==> config.mk <==
export PLATFORM = sky130hd
export DESIGN_NAME = usb_nrzi_tx
export DESIGN_NICKNAME = d
export VERILOG_FILES = /design/src/rtl/usb_nrzi_pkg.sv /design/src/rtl/usb_nrzi_shifter.sv /design/src/rtl/usb_nrzi_line_enc.sv /design/src/rtl/usb_nrzi_tx.sv
export SDC_FILE = /design/constraint.sdc
export NUM_CORES = 1
export LEC_CHECK = 0
export BUFFER_PORTS_ARGS = -buffer_cell sky130_fd_sc_hd__clkbuf_2
export CORE_MARGIN = 4
export CORE_UTILIZATION = 60
export CTS_CLUSTER_SIZE = 14
export DETAILED_ROUTE_END_ITERATION = 12
export PLACE_DENSITY = 0.83
export SYNTH_ARGS = -nofsm -noshare
export SYNTH_HDL_FRONTEND = slang
export SYNTH_SLANG_ARGS = --single-unit
==> constraint.sdc <==
create_clock -name clk -period 2.4 [get_ports clk]
set_input_delay 0.36 -clock clk [delete_from_list [all_inputs] [get_ports clk]]
set_output_delay 0.36 -clock clk [all_outputs]
set_load 0.02 [all_outputs]
==> src/rtl/usb_nrzi_pkg.sv <==
package usb_nrzi_pkg;

   typedef enum logic [1:0] {
      ST_IDLE,
      ST_DATA,
      ST_EOP
   } tx_state_e;

   typedef enum logic [2:0] {
      CMD_HOLD,
      CMD_BIT,
      CMD_SE0,
      CMD_J,
      CMD_OFF
   } line_cmd_e;

endpackage

==> src/rtl/usb_nrzi_shifter.sv <==
module usb_nrzi_shifter #(
   parameter int DATA_W = 8,
   localparam int CNT_W = $clog2(DATA_W)
) (
   input  logic              clk,
   input  logic              rst_n,
   input  logic              load_i,
   input  logic [DATA_W-2:0] load_data_i,
   input  logic              shift_i,
   output logic              bit_o,
   output logic              empty_o
);
   logic [DATA_W-2:0] sh_q;
   logic [CNT_W-1:0]  cnt_q;

   always_ff @(posedge clk) begin
      if (!rst_n) begin
         sh_q  <= '0;
         cnt_q <= '0;
      end else if (load_i) begin
         sh_q  <= load_data_i;
         cnt_q <= CNT_W'(DATA_W - 1);
      end else if (shift_i) begin
         sh_q  <= sh_q >> 1;
         cnt_q <= cnt_q - 1'b1;
      end
   end

   assign bit_o   = sh_q[0];
   assign empty_o = (cnt_q == '0);

   AST_SHIFT_NOT_EMPTY: assert property (@(posedge clk) disable iff (!rst_n)
      shift_i |-> !empty_o);
endmodule

==> src/rtl/usb_nrzi_line_enc.sv <==
module usb_nrzi_line_enc
   import usb_nrzi_pkg::*;
(
   input  logic      clk,
   input  logic      rst_n,
   input  line_cmd_e cmd_i,
   input  logic      bit_i,
   input  logic      first_i,
   output logic      level_o,
   output logic      se0_o,
   output logic      oe_o
);
   always_ff @(posedge clk) begin
      if (!rst_n) begin
         level_o <= 1'b1;
         se0_o   <= 1'b0;
         oe_o    <= 1'b0;
      end else begin
         case (cmd_i)
            CMD_BIT: begin
               level_o <= (first_i ? 1'b1 : level_o) ^ ~bit_i;
               se0_o   <= 1'b0;
               oe_o    <= 1'b1;
            end
            CMD_SE0: begin
               level_o <= 1'b0;
               se0_o   <= 1'b1;
               oe_o    <= 1'b1;
            end
            CMD_J: begin
               level_o <= 1'b1;
               se0_o   <= 1'b0;
               oe_o    <= 1'b1;
            end
            CMD_OFF: begin
               level_o <= 1'b1;
               se0_o   <= 1'b0;
               oe_o    <= 1'b0;
            end
            default: ;
         endcase
      end
   end

   AST_ZERO_TOGGLES: assert property (@(posedge clk) disable iff (!rst_n)
      (cmd_i == CMD_BIT && !bit_i && !first_i) |=> (level_o != $past(level_o)));
   AST_ONE_HOLDS: assert property (@(posedge clk) disable iff (!rst_n)
      (cmd_i == CMD_BIT && bit_i && !first_i) |=> $stable(level_o));
   AST_FIRST_FROM_HIGH: assert property (@(posedge clk) disable iff (!rst_n)
      (cmd_i == CMD_BIT && first_i) |=> (level_o == $past(bit_i)));
   AST_SE0_DRIVEN: assert property (@(posedge clk) disable iff (!rst_n)
      se0_o |-> (oe_o && !level_o));
endmodule

==> src/rtl/usb_nrzi_tx.sv <==
module usb_nrzi_tx
   import usb_nrzi_pkg::*;
#(
   parameter int                DATA_W       = 8,
   parameter int                STUFF_LEN    = 6,
   parameter int                EOP_SE0_BITS = 2,
   parameter logic [DATA_W-1:0] SYNC_VALUE   = 8'h80
) (
   input  logic              clk,
   input  logic              rst_n,
   input  logic              bit_en,
   input  logic              in_valid,
   input  logic [DATA_W-1:0] in_data,
   input  logic              in_last,
   output logic              in_ready,
   output logic              tx_level,
   output logic              tx_se0,
   output logic              tx_oe,
   output logic              busy
);
   localparam int ONES_W = $clog2(STUFF_LEN + 1);
   localparam int EOP_W  = $clog2(EOP_SE0_BITS + 2);

   if (DATA_W < 2) begin : g_bad_width
      $error("DATA_W must be at least 2");
   end
   if (STUFF_LEN < 1) begin : g_bad_stuff
      $error("STUFF_LEN must be at least 1");
   end
   if (EOP_SE0_BITS < 1) begin : g_bad_eop
      $error("EOP_SE0_BITS must be at least 1");
   end

   tx_state_e         state_q, state_n;
   logic [ONES_W-1:0] ones_q, ones_n;
   logic [EOP_W-1:0]  eop_q, eop_n;
   logic              last_q, last_n;
   line_cmd_e         cmd;
   logic              cmd_bit, cmd_first;
   logic              sh_load, sh_shift, sh_bit, sh_empty;
   logic [DATA_W-2:0] sh_data;
   logic              stuff_due;

   assign stuff_due = (ones_q == ONES_W'(STUFF_LEN));
   assign in_ready  = bit_en && (state_q == ST_DATA) && sh_empty && !stuff_due && !last_q;
   assign busy      = (state_q != ST_IDLE);

   always_comb begin
      state_n   = state_q;
      ones_n    = ones_q;
      eop_n     = eop_q;
      last_n    = last_q;
      cmd       = CMD_HOLD;
      cmd_bit   = 1'b0;
      cmd_first = 1'b0;
      sh_load   = 1'b0;
      sh_shift  = 1'b0;
      sh_data   = in_data[DATA_W-1:1];
      if (bit_en) begin
         case (state_q)
            ST_IDLE: if (in_valid) begin
               cmd       = CMD_BIT;
               cmd_bit   = SYNC_VALUE[0];
               cmd_first = 1'b1;
               sh_load   = 1'b1;
               sh_data   = SYNC_VALUE[DATA_W-1:1];
               ones_n    = SYNC_VALUE[0] ? ONES_W'(1) : '0;
               last_n    = 1'b0;
               state_n   = ST_DATA;
            end
            ST_DATA: begin
               if (stuff_due) begin
                  cmd     = CMD_BIT;
                  cmd_bit = 1'b0;
                  ones_n  = '0;
               end else if (!sh_empty) begin
                  cmd      = CMD_BIT;
                  cmd_bit  = sh_bit;
                  sh_shift = 1'b1;
                  ones_n   = sh_bit ? ones_q + 1'b1 : '0;
               end else if (!last_q && in_valid) begin
                  cmd     = CMD_BIT;
                  cmd_bit = in_data[0];
                  sh_load = 1'b1;
                  last_n  = in_last;
                  ones_n  = in_data[0] ? ones_q + 1'b1 : '0;
               end else begin
                  cmd     = CMD_SE0;
                  eop_n   = EOP_W'(1);
                  state_n = ST_EOP;
               end
            end
            ST_EOP: begin
               if (eop_q < EOP_W'(EOP_SE0_BITS)) begin
                  cmd   = CMD_SE0;
                  eop_n = eop_q + 1'b1;
               end else if (eop_q == EOP_W'(EOP_SE0_BITS)) begin
                  cmd   = CMD_J;
                  eop_n = eop_q + 1'b1;
               end else begin
                  cmd     = CMD_OFF;
                  eop_n   = '0;
                  ones_n  = '0;
                  state_n = ST_IDLE;
               end
            end
            default: state_n = ST_IDLE;
         endcase
      end
   end

   always_ff @(posedge clk) begin
      if (!rst_n) begin
         state_q <= ST_IDLE;
         ones_q  <= '0;
         eop_q   <= '0;
         last_q  <= 1'b0;
      end else begin
         state_q <= state_n;
         ones_q  <= ones_n;
         eop_q   <= eop_n;
         last_q  <= last_n;
      end
   end

   usb_nrzi_shifter #(.DATA_W(DATA_W)) u_shift (
      .clk         (clk),
      .rst_n       (rst_n),
      .load_i      (sh_load),
      .load_data_i (sh_data),
      .shift_i     (sh_shift),
      .bit_o       (sh_bit),
      .empty_o     (sh_empty)
   );

   usb_nrzi_line_enc u_enc (
      .clk     (clk),
      .rst_n   (rst_n),
      .cmd_i   (cmd),
      .bit_i   (cmd_bit),
      .first_i (cmd_first),
      .level_o (tx_level),
      .se0_o   (tx_se0),
      .oe_o    (tx_oe)
   );

   // run of emitted ones, tracked from the line command stream
   logic [ONES_W:0] run_q;
   always_ff @(posedge clk) begin
      if (!rst_n) run_q <= '0;
      else if (cmd == CMD_BIT)
         run_q <= cmd_bit ? ((cmd_first ? '0 : run_q) + 1'b1) : '0;
   end

   AST_RUN_LIMIT: assert property (@(posedge clk) disable iff (!rst_n)
      run_q <= (ONES_W+1)'(STUFF_LEN));
   AST_STUFF_STALLS: assert property (@(posedge clk) disable iff (!rst_n)
      (cmd == CMD_BIT && !cmd_bit && !cmd_first && run_q == (ONES_W+1)'(STUFF_LEN)) |-> !in_ready);
   AST_QUIET_NO_TICK: assert property (@(posedge clk) disable iff (!rst_n)
      !bit_en |=> ($stable(tx_level) && $stable(tx_se0) && $stable(tx_oe)));
   AST_OE_WITHIN_BUSY: assert property (@(posedge clk) disable iff (!rst_n)
      tx_oe |-> busy);
endmodule

# == Word level (Yosys, flattened, before mapping) ==
# Cells that the tools add are included.
# classes
n_addsub,3
reduce_logical,24
muxes,63
bitwise,2
eq_ne,16
n_lt_le_gt_ge,1
# op_table
operator,n
$mux W3,13
$mux W7,5
$mux W2,14
$mux W1,22
$pmux W3 S3,2
$ne A2 B2 Y1 const B,6
$reduce_and A6 Y1,2
$reduce_bool A2 Y1,6
$pmux W1 S2,4
$reduce_and A7 Y1,1
$eq A3 B2 Y1 const B,2
$eq A3 B3 Y1 const B,2
$pmux W2 S3,1
$reduce_bool A3 Y1,2
$reduce_or A3 Y1,2
$logic_and A1 B1 Y1,5
$reduce_and A5 Y1,1
$eq A2 B2 Y1 const B,2
$ne A4 B3 Y1 const B,1
$pmux W2 S2,1
$add A3 B1 Y3 const B,1
$eq A3 B1 Y1 const B,1
$logic_not A3 Y1,1
$pmux W1 S3,1
other kinds (10),11
# word_totals
regBits,21
wordCells,118
inputBits,13

# == Logic depth before layout (Yosys ltp) ==
# logic_depth
ltp_word,10
mapped_depth,9

# == Cells and area by module ==
# A second synthesis with hierarchy kept.
# unflattened
hier_cells,154
hier_area_um2,1366.3
# modules_own_cells
mod,area_each_um2,seq_area_each_um2,n_inst,cells_each
usb_nrzi_tx,704.4,160.2,1,90
usb_nrzi_shifter,515.5,200.2,1,47
usb_nrzi_line_enc,146.4,60.1,1,17

# == Worst setup path before layout ==
# OpenSTA, ideal clock, no wires.
# synth_path
path_type,register to output
start,register u_shift.cnt_q[0]
end,output port in_ready
arrival_ns,1.395
path_slack_ns,0.645
stages_incl_launch_ff,7
cell_sequence,dfxtp_1 > inv_1 > ha_1 > nand2b_4 > buf_6 > buf_4 > nor3_1
# synth_via
elab_chain_cells,4
# synth_rtl
element,line,rtl
start: declaration,usb_nrzi_shifter.sv:14,logic [CNT_W-1:0] cnt_q;
start signal: assignment,usb_nrzi_shifter.sv:22,cnt_q <= CNT_W'(DATA_W - 1);
start signal: assignment,usb_nrzi_shifter.sv:25,cnt_q <= cnt_q - 1'b1;
$logic_not A3 Y1,usb_nrzi_shifter.sv:30,assign empty_o = (cnt_q == '0);
$logic_and A1 B1 Y1 (3 in a row),usb_nrzi_tx.sv:45,assign in_ready = bit_en && (state_q == ST_DATA) && sh_empty && !stuff_due && !last_q;
end: declaration,usb_nrzi_tx.sv:15,"output logic in_ready,"
# Every way passes these cells.

# == Worst setup path after layout ==
# layout_path
start,register ones_q[0]
end,output port in_ready
# layout_via
elab_chain_cells,4
# layout_rtl
element,line,rtl
start: declaration,usb_nrzi_tx.sv:35,"logic [ONES_W-1:0] ones_q, ones_n;"
start signal: assignment,usb_nrzi_tx.sv:120,ones_q <= ones_n;
$eq A3 B3 Y1,usb_nrzi_tx.sv:44,assign stuff_due = (ones_q == ONES_W'(STUFF_LEN));
$logic_not A1 Y1,usb_nrzi_tx.sv:45,
$logic_and A1 B1 Y1 (2 in a row),usb_nrzi_tx.sv:45,
# Every way passes these cells.

==> results.md <==
- Finished Layout Cells: 188
- Crit. End Element: output port
- Die area: around 3000 µm²
- Clk_skew: 0.00488 ns
- Die H: 54.8 µm
- Crit-path max cell delay: 0.39 ns
- Initial Utilization: 0.651
- Most frequent cell after synthesis: dfxtp_1
- CTS Hold Bufs: 0
- Max Freq: 483 MHz
- 1st-pass router iterations: 4
- Cell taking the most area after synthesis: dfxtp_1
- Outcome: finished, final reports clean
- Fin crit period: approximately 2.1 ns
- Ant. Diodes: 0
- Mux cell area share after synthesis: 0.0152
- Adder-Cell Fraction of Synth Area: 0.0856
- CTS buffer count: 3
- Synth cell count leaders: 21 x dfxtp_1, 15 x nor2_1, 11 x a21oi_1
- Crit path DAT: about 1.7 ns
- Pint: 0.489 mW
- Power share of the clock group: 0.242
- DRT Wirelength: 2790 µm
- Postcts setup bufs: 0
- Final period util: 0.863
- Hold path cells: 3
- CP Class: flop to output port
- Ys Warns: 0
- Critical-path top delay cell: dfxtp_1
- Initial DRC count: 25
- P_leak: between 0.5 and 0.6 nW
- Fraction of layout cells with a size suffix above 1: 0.217
- Final setup viols: 0
- Reg2reg start: ones_q[0]
- # DRC: 0
- Clk pin slew, worst setup/hold paths: 0.12 ns
- Insertion delay to the later sink of the worst-skew pair: 0.31 ns
- Critical Path RT: 2.04 ns
- Avg Vias per Cell: 6.06
- Synthesized area: 1320 µm²
- Synth Area in XOR/XNOR: 0.0200
- Main area contributors after synthesis: dfxtp_1 32%, ha_1 8.6%, a32oi_1 4.7%, nor2_1 4.3%, a21oi_1 4.2%
- WL/cell: 14.8 µm
- Slew Limit Fails: 0
- Max-slew headroom: 0.651
- Share of the synthesized area in the top cell type: 0.319
- Hold endpoint: u_enc.oe_o
- GRT Util Overall: 0.210
- HPWL Detailed: 2090 µm
- Worst vdd ir: a little over 0.0004 V
- Largest net degree at the start of global routing: 19
- EDFF count, synth: 0
- Sw frac: 0.311
- Most used DFF post-synth: dfxtp_1
- HP Start: rst_n
- Combinational share of power: 0.234
- Actual slew at the worst max-slew pin: 0.520 ns
- Hold Vio Cnt, Final: 0
- Root Driver: clkbuf_4
- Antenna violations before repair: 0
- Grt total ovfl: 0
- R2R Setup Slk: 0.50 ns
- Core box area: 2020 µm²
- Nets: 184
- Antenna Nets Post-Route: 0
- Min-delay worst type: input port to flop
- Area growth, synth to finish: 8.27%
- Max-cap violation count: 0
- Post-synthesis cell count: 146
- Reg2reg end: last_q
- CTS tree: yes
- Vias post-DR: around 1,100
- Synth Area in Compound Gates: 0.247
- Synth Area in Simple Gates: 0.247
- Synth Register Bits: 21
- Crit-path cells: inv_1 -> ha_1 -> nand2_1 -> nand3_1 -> nor3_1 -> clkbuf_2
- Combinational family with the most area after synthesis: simple AND/OR/NAND/NOR gates
- Post-CTS resize count: 0
- Setup TNS: 0 ns
- Fraction of registers with async set/reset: 0
- Crit-path max FO: 4
- Placement Rows: 16
- Placed Cells: 184
- Ports: 18
- CTS Sinks: 21
- Register share of total power: 0.524
- Register area share after synthesis: 0.319
- Routability congestion estimate: slightly below 0.8
- IO buf count: 17
- Vias in the first global route: 1,026
- Synth Net Count: between 150 and 200
- P_sw: 0.221 mW
- Cell variety after synth: 42
- Pwr/cell area: 498 nW/µm²
- CTS max path bufs: 2
- First-pass GRT wire length: 4510 µm
- FF-to-FF path depth: 7
- Avg Cell Area, Syn: 9.02 µm²
- Startpoint types: flop
- Max H-tree Level: 1
- RSZ-0062 raised after global routing: false
- Die extent in x: approximately 55 µm
## sequential cells by signal, indices dropped and copies added, names as in the netlist
name,count
u_shift.cnt_q,3
u_enc.oe_o,1
state_q,2
ones_q,3
last_q,1
u_enc.level_o,1
eop_q,2
u_enc.se0_o,1
u_shift.sh_q,7
## per-layer routing
layer,vias up,wire length [µm],share of wire,track usage
li1,565,-,-,-
met1,536,1280,0.46,0.273
met2,29,1330,0.47,0.329
met3,9,108,0.039,0.0327
met4,0,80,0.029,0.112
met5,-,0,0,0
## critical path, delay by kind of cell (launching register included)
family	cells	cell delay, ns
and+or+nand+nor	3	0.55
DFF	1	0.39
buffers and inverters	2	0.26
adders and majority gates	1	0.20
## worst max path at each step
| stage | start | end | slack (ns) | depth (start not counted) |
|---|---|---|---|---|
| 4_1_cts | ones_q[0] | in_ready | 0.31 | 6 |
| 3_5_place_dp | ones_q[0] | last_q | 0.53 | 7 |
| 3_3_place_gp | ones_q[0] | last_q | 0.67 | 7 |
| 2_1_floorplan | u_shift.cnt_q[0] | in_ready | 0.65 | 6 |
| 5_1_grt | ones_q[0] | in_ready | 0.23 | 6 |
| 6_report | ones_q[0] | in_ready | 0.33 | 6 |
## per-stage QoR
step	util	power, mW	area (µm²)	hold slack (ns)	setup slack, ns
floorplan	-	0.516	1320	0.445	0.645
global placement	0.691	0.538	1400	0.432	0.668
detailed placement	0.691	0.544	1400	0.442	0.527
CTS	0.705	0.716	1430	0.352	0.313
global route	0.705	0.746	1430	0.387	0.227
finish	0.705	0.709	1430	0.356	0.328
## logic make-up after synthesis
group / count (synthesis)
flip-flops: 21
buffers and inverters: 17
XOR/XNOR: 3
multiplexers: 2
AO/OA/AOI/OAI: 40
adder cells (fa/ha/maj): 9
AND/OR/NAND/NOR: 54
## cells in the final DEF, fill, tap and decap left out, types with 2 or more instances in the layout
master,instances
a22o_1,6
dfxtp_1,21
mux2i_1,2
inv_1,8
nor3_1,7
nand2_1,9
nor2b_1,3
xnor2_1,2
a21oi_1,11
a21oi_2,2
nand3_1,5
o21ai_1,2
ha_1,9
clkbuf_2,17
and3b_1,2
o31ai_4,2
a211oi_1,3
a32oi_1,7
o31ai_1,3
clkbuf_4,3
nor2_1,15
buf_4,2
## final cells by class
cell class	count	area (µm²)
multi-input cells	108	810
well taps	27	33.8
clock inverters	1	5.00
repair buffers	19	100
inverters	9	33.8
clock buffers	3	22.5
fillers	174	597
flip-flops and latches	21	420
## power groups by stage
stage	logic, mW	registers, mW	clock network (mW)
floorplan	0.134	0.381	0
global placement	0.160	0.378	0
detailed placement	0.165	0.379	0
CTS	0.166	0.371	0.179
global route	0.182	0.373	0.191
finish	0.166	0.371	0.172
(Power assumes the default switching activity.)
